**src/rtl/wpt_pair.sv**
```systemverilog
module wpt_pair #(
  parameter int AW = 32
) (
  input  logic          clk,
  input  logic          rst_n,
  input  logic          dbg_en,
  input  logic          run,
  input  logic          wr_en,
  input  logic [2:0]    wr_sel,
  input  logic [AW-1:0] wr_data,
  input  logic [AW-1:0] bus_addr,
  input  logic [1:0]    ext_in,
  input  logic          dbg_rq_in,
  input  logic          dbg_ack_in,
  output logic          bkpt,
  output logic          dbg_rq,
  output logic          dbg_ack,
  output logic          ifen,
  output logic          range1,
  output logic [1:0]    ext_q
);

  logic [AW-1:0] val0, val1, msk0, msk1;
  logic [2:0]    ctl0, ctl1;
  logic          hit0, hit1, qual0, qual1, bkpt_r;

  always_ff @(posedge clk or negedge rst_n) begin
    if (!rst_n) begin
      val0 <= '0;
      val1 <= '0;
      msk0 <= '1;
      msk1 <= '1;
      ctl0 <= '0;
      ctl1 <= '0;
    end else if (wr_en && !run) begin
      case (wr_sel)
        3'b000:  val0 <= wr_data;
        3'b001:  msk0 <= wr_data;
        3'b010:  ctl0 <= wr_data[2:0];
        3'b100:  val1 <= wr_data;
        3'b101:  msk1 <= wr_data;
        3'b110:  ctl1 <= wr_data[2:0];
        default: ;
      endcase
    end
  end

  assign hit0   = ((bus_addr ^ val0) & ~msk0) == '0;
  assign hit1   = ((bus_addr ^ val1) & ~msk1) == '0;
  assign range1 = hit1;

  assign qual0 = hit0 && (!ctl0[1] || (range1 == ctl0[2]));
  assign qual1 = hit1 && (!ctl1[1] || !ctl1[2]);

  always_ff @(posedge clk or negedge rst_n) begin
    if (!rst_n) bkpt_r <= 1'b0;
    else        bkpt_r <= dbg_en && ((ctl0[0] && qual0) || (ctl1[0] && qual1));
  end

  always_ff @(negedge clk or negedge rst_n) begin
    if (!rst_n) ext_q <= 2'b00;
    else        ext_q <= ext_in;
  end

  assign bkpt    = dbg_en && bkpt_r;
  assign dbg_rq  = dbg_en && dbg_rq_in;
  assign dbg_ack = dbg_en && dbg_ack_in;
  assign ifen    = !dbg_en || !dbg_ack_in;

endmodule


```
**config.mk**
```make
export PLATFORM = sky130hd
export DESIGN_NAME = wpt_pair
export DESIGN_NICKNAME = d
export VERILOG_FILES = /design/src/rtl/wpt_pair.sv
export SDC_FILE = /design/constraint.sdc
export NUM_CORES = 1
export LEC_CHECK = 0
export CORE_MARGIN = 5
export CORE_UTILIZATION = 55
export DETAILED_ROUTE_END_ITERATION = 8
export PLACE_DENSITY = 0.78
export SYNTH_ARGS = -nofsm -noshare
export SYNTH_HDL_FRONTEND = slang
export SYNTH_SLANG_ARGS = --single-unit
export TNS_END_PERCENT = 20
```
**constraint.sdc**
```tcl
create_clock -name clk -period 3.2 [get_ports clk]
set_clock_uncertainty 0.15 [all_clocks]
set_input_delay 0.64 -clock clk [delete_from_list [all_inputs] [get_ports clk]]
set_output_delay 0.64 -clock clk [all_outputs]
set_load 0.05 [all_outputs]
```
==> impl_metrics.ini <==
[pwr]
p_clk_frac = 0.351
pwr-share-seq = 0.462
p_sw_uw = 1360
total_power_uw = 5420
leakage_uw = 0.00305
peakVddDrop_v = 0.000362
internal_power_uw = 4060
combPwrFrac = 0.188
switching_share = 0.250
cellPowerDensity_nw_per_um2 = 707

[floorplanning]
die_area_um2 = 13200
fp.dieH_um = 115
pin_count = 83
die_w_um = 115
start_util = 0.561
rows = 38
core-area_um2 = 10800

[status]
status = finished with violations
failed_checks = setup timing

[routing]
wl_um = 12700
ant_nets = 0
routed-via-count = 3624
routed_via_density = 5.44
drc = 0
drt-initial-drc-count = 128
dr.pass1.iters = 4
wl_per_cell_um = 19.1

[sta]
drv_slew = 0
fin_ws_ps = -210
setup_violations = 2
max_slew.worst_pin.slew_ps = 1020
hold_ws_ps = 286
fin_setup_tns_ps = -412
grt_setup_unrepaired = yes
relSlewSlack = 0.318
hold_viol_final = 0

[cells_and_area]
n_fill_cell = 734
diodes = 0
drive_above_1_share = 0.470
syn2layout_area_growth_pct = 26.7
final_nets = 589

[yosys]
syn_area_um2 = 6050
synth_cell_types = 27
synth_top_area_share = 0.293
synth_seq_cells = 137
synth_cells = 418
yosys-top-cells-count = mux2_2, dfrtp_1, dfstp_2, xnor2_1, o22ai_1
yosysMostFrequentCell = mux2_2
ys_warn_count = 0
synth.avg_cell_area_um2 = 14.5
synth_largest_area_cell = dfrtp_1
async_flop_share = 1.00
synth_xor_area_frac = 0.0926
synth.mux.area_fraction = 0.249
synth_compound_area_frac = 0.0366
synth_nets = 494
synth-simple-area-share = 0.0285
synth_top_family_by_area = multiplexers
ys_top_cells_by_area = dfrtp_1, dfstp_2, mux2_2, xnor2_1, o22ai_1
synth-edff-count = 0
yosys.area_share.adder = 0
synth_ff_type = dfrtp_1
ys_seq_area_frac = 0.579

[clock_network]
numCtsBuffers = 17
clockBufferDepth = 2
path_clk_slew_ps = 60
cts_setup_buffers = 0
hold_buffers = 0
cts-htree-levels = 4
cts_tree = built
cts_num_sinks = 137
clock-root-buffer = clkbuf_8
clk_latency_ps = 510

[global_routing]
grt_overflow_total = 0
antenna_found_initial = 0
first_global_vias = 4042
grt_max_degree = 85
grt_pass1_wl_um = 21100
grtUsageTotal = 0.207

[setup_path]
r2r-end = bkpt_r$_DFF_PN0_
start_kind = flip-flop
cp_slowest_stage_delay_ps = 440
rr_startpoint = val1[12]$_DFFE_PN0P_
rrSetupSlack_ps = 1300
crit_fanout = 1
cp_slowest_cell = dfrtn_1
cp.arrival_ps = 2620
reg2reg_depth = 7
worstSetupPathType = reg -> out
crit_family = flip-flops
worst-path-buf-inv = 1
cp.required_ps = 2410
end_kind = output port
crit_chain = buf_12

[place]
dp_hpwl_um = 8650
gp_congestion = 0.799
place_ws_ps = 63.1
io_buffers = 82

[flow_run]
max_cap_viol_count = 0

[hold_path]
hp-class = in -> async
==> kinds of logic (layout without fill, tap and decap cells) <==
group | after synthesis | in the layout
compound gates | 35 | 35
simple gates | 32 | 32
xor+xnor | 64 | 64
flops | 137 | 137
mux | 134 | 134
buf+inv | 16 | 124
==> power by group through the flow <==
stage / clock [uW] / sequential, uW / combinational, uW
2_1_floorplan: 0 / 2460 / 688
3_3_place_gp: 0 / 2500 / 976
3_5_place_dp: 0 / 2530 / 1010
4_1_cts: 1920 / 2500 / 1020
5_1_grt: 2010 / 2550 / 1110
6_report: 1900 / 2500 / 1020
==> worst max path at each step <==
stage / start / endpoint / slack, ps / cells after the start
after global placement: bus_addr[2] / range1 / 110 / 7
after CTS: ext_q[1]$_DFF_NN0_ / ext_q[1] / -220 / 1
final: ext_q[1]$_DFF_NN0_ / ext_q[1] / -210 / 1
after floorplan: ext_q[0]$_DFF_NN0_ / ext_q[0] / 160 / 0
after global routing: ext_q[0]$_DFF_NN0_ / ext_q[0] / -230 / 1
after detailed placement: bus_addr[2] / range1 / 60 / 7
==> flip-flops by register name, indices dropped and copies added, names as in the netlist <==
register  count
ctl0          3
bkpt_r        1
ext_q         2
msk1         32
val1         32
msk0         32
ctl1          3
val0         32
==> metrics by stage <==
| step | util | cell area [um^2] | instances |
|---|---|---|---|
| 6_report | 0.711 | 7670 | 666 |
| 5_1_grt | 0.711 | 7670 | 666 |
| 4_1_cts | 0.709 | 7650 | 666 |
| 3_5_place_dp | 0.654 | 7060 | 634 |
| 3_3_place_gp | 0.654 | 7060 | 634 |
| 2_1_floorplan | - | 6050 | 418 |
==> cell type report <==
class                   instances  area (um^2)  share of cell area
flip-flops and latches        137         3510               0.457
multi-input cells             265         2480               0.324
repair buffers                 88          898               0.117
clock buffers                  21          469              0.0612
well taps                     140          175              0.0228
clock inverters                11          120              0.0157
inverters                       4         15.0             0.00196
==> timing repair <==
item / 4_1_cts / 5_1_grt
pin swaps: 0 / 1
gates resized for setup: 0 / 3
endpoints found under the setup margin: 2 / 3
==> placed cells by master, fill, tap and decap left out, drive strengths merged, types with 6 or more instances in the layout <==
| cell type | n |
|---|---|
| clkinvlp | 6 |
| dfstp | 64 |
| buf | 13 |
| o22ai | 30 |
| dfrtp | 71 |
| xnor2 | 64 |
| clkdlybuf4s50 | 75 |
| nor2 | 8 |
| mux2 | 134 |
| clkbuf | 21 |
==> per-layer routing <==
layer	vias to the layer above	track usage	share of wire
li1	1695	-	-
met1	1854	0.278	0.45
met2	62	0.339	0.50
met3	13	0.0426	0.035
met4	0	0.0712	0.014
met5	-	0	0
(Power assumes the default switching activity.)
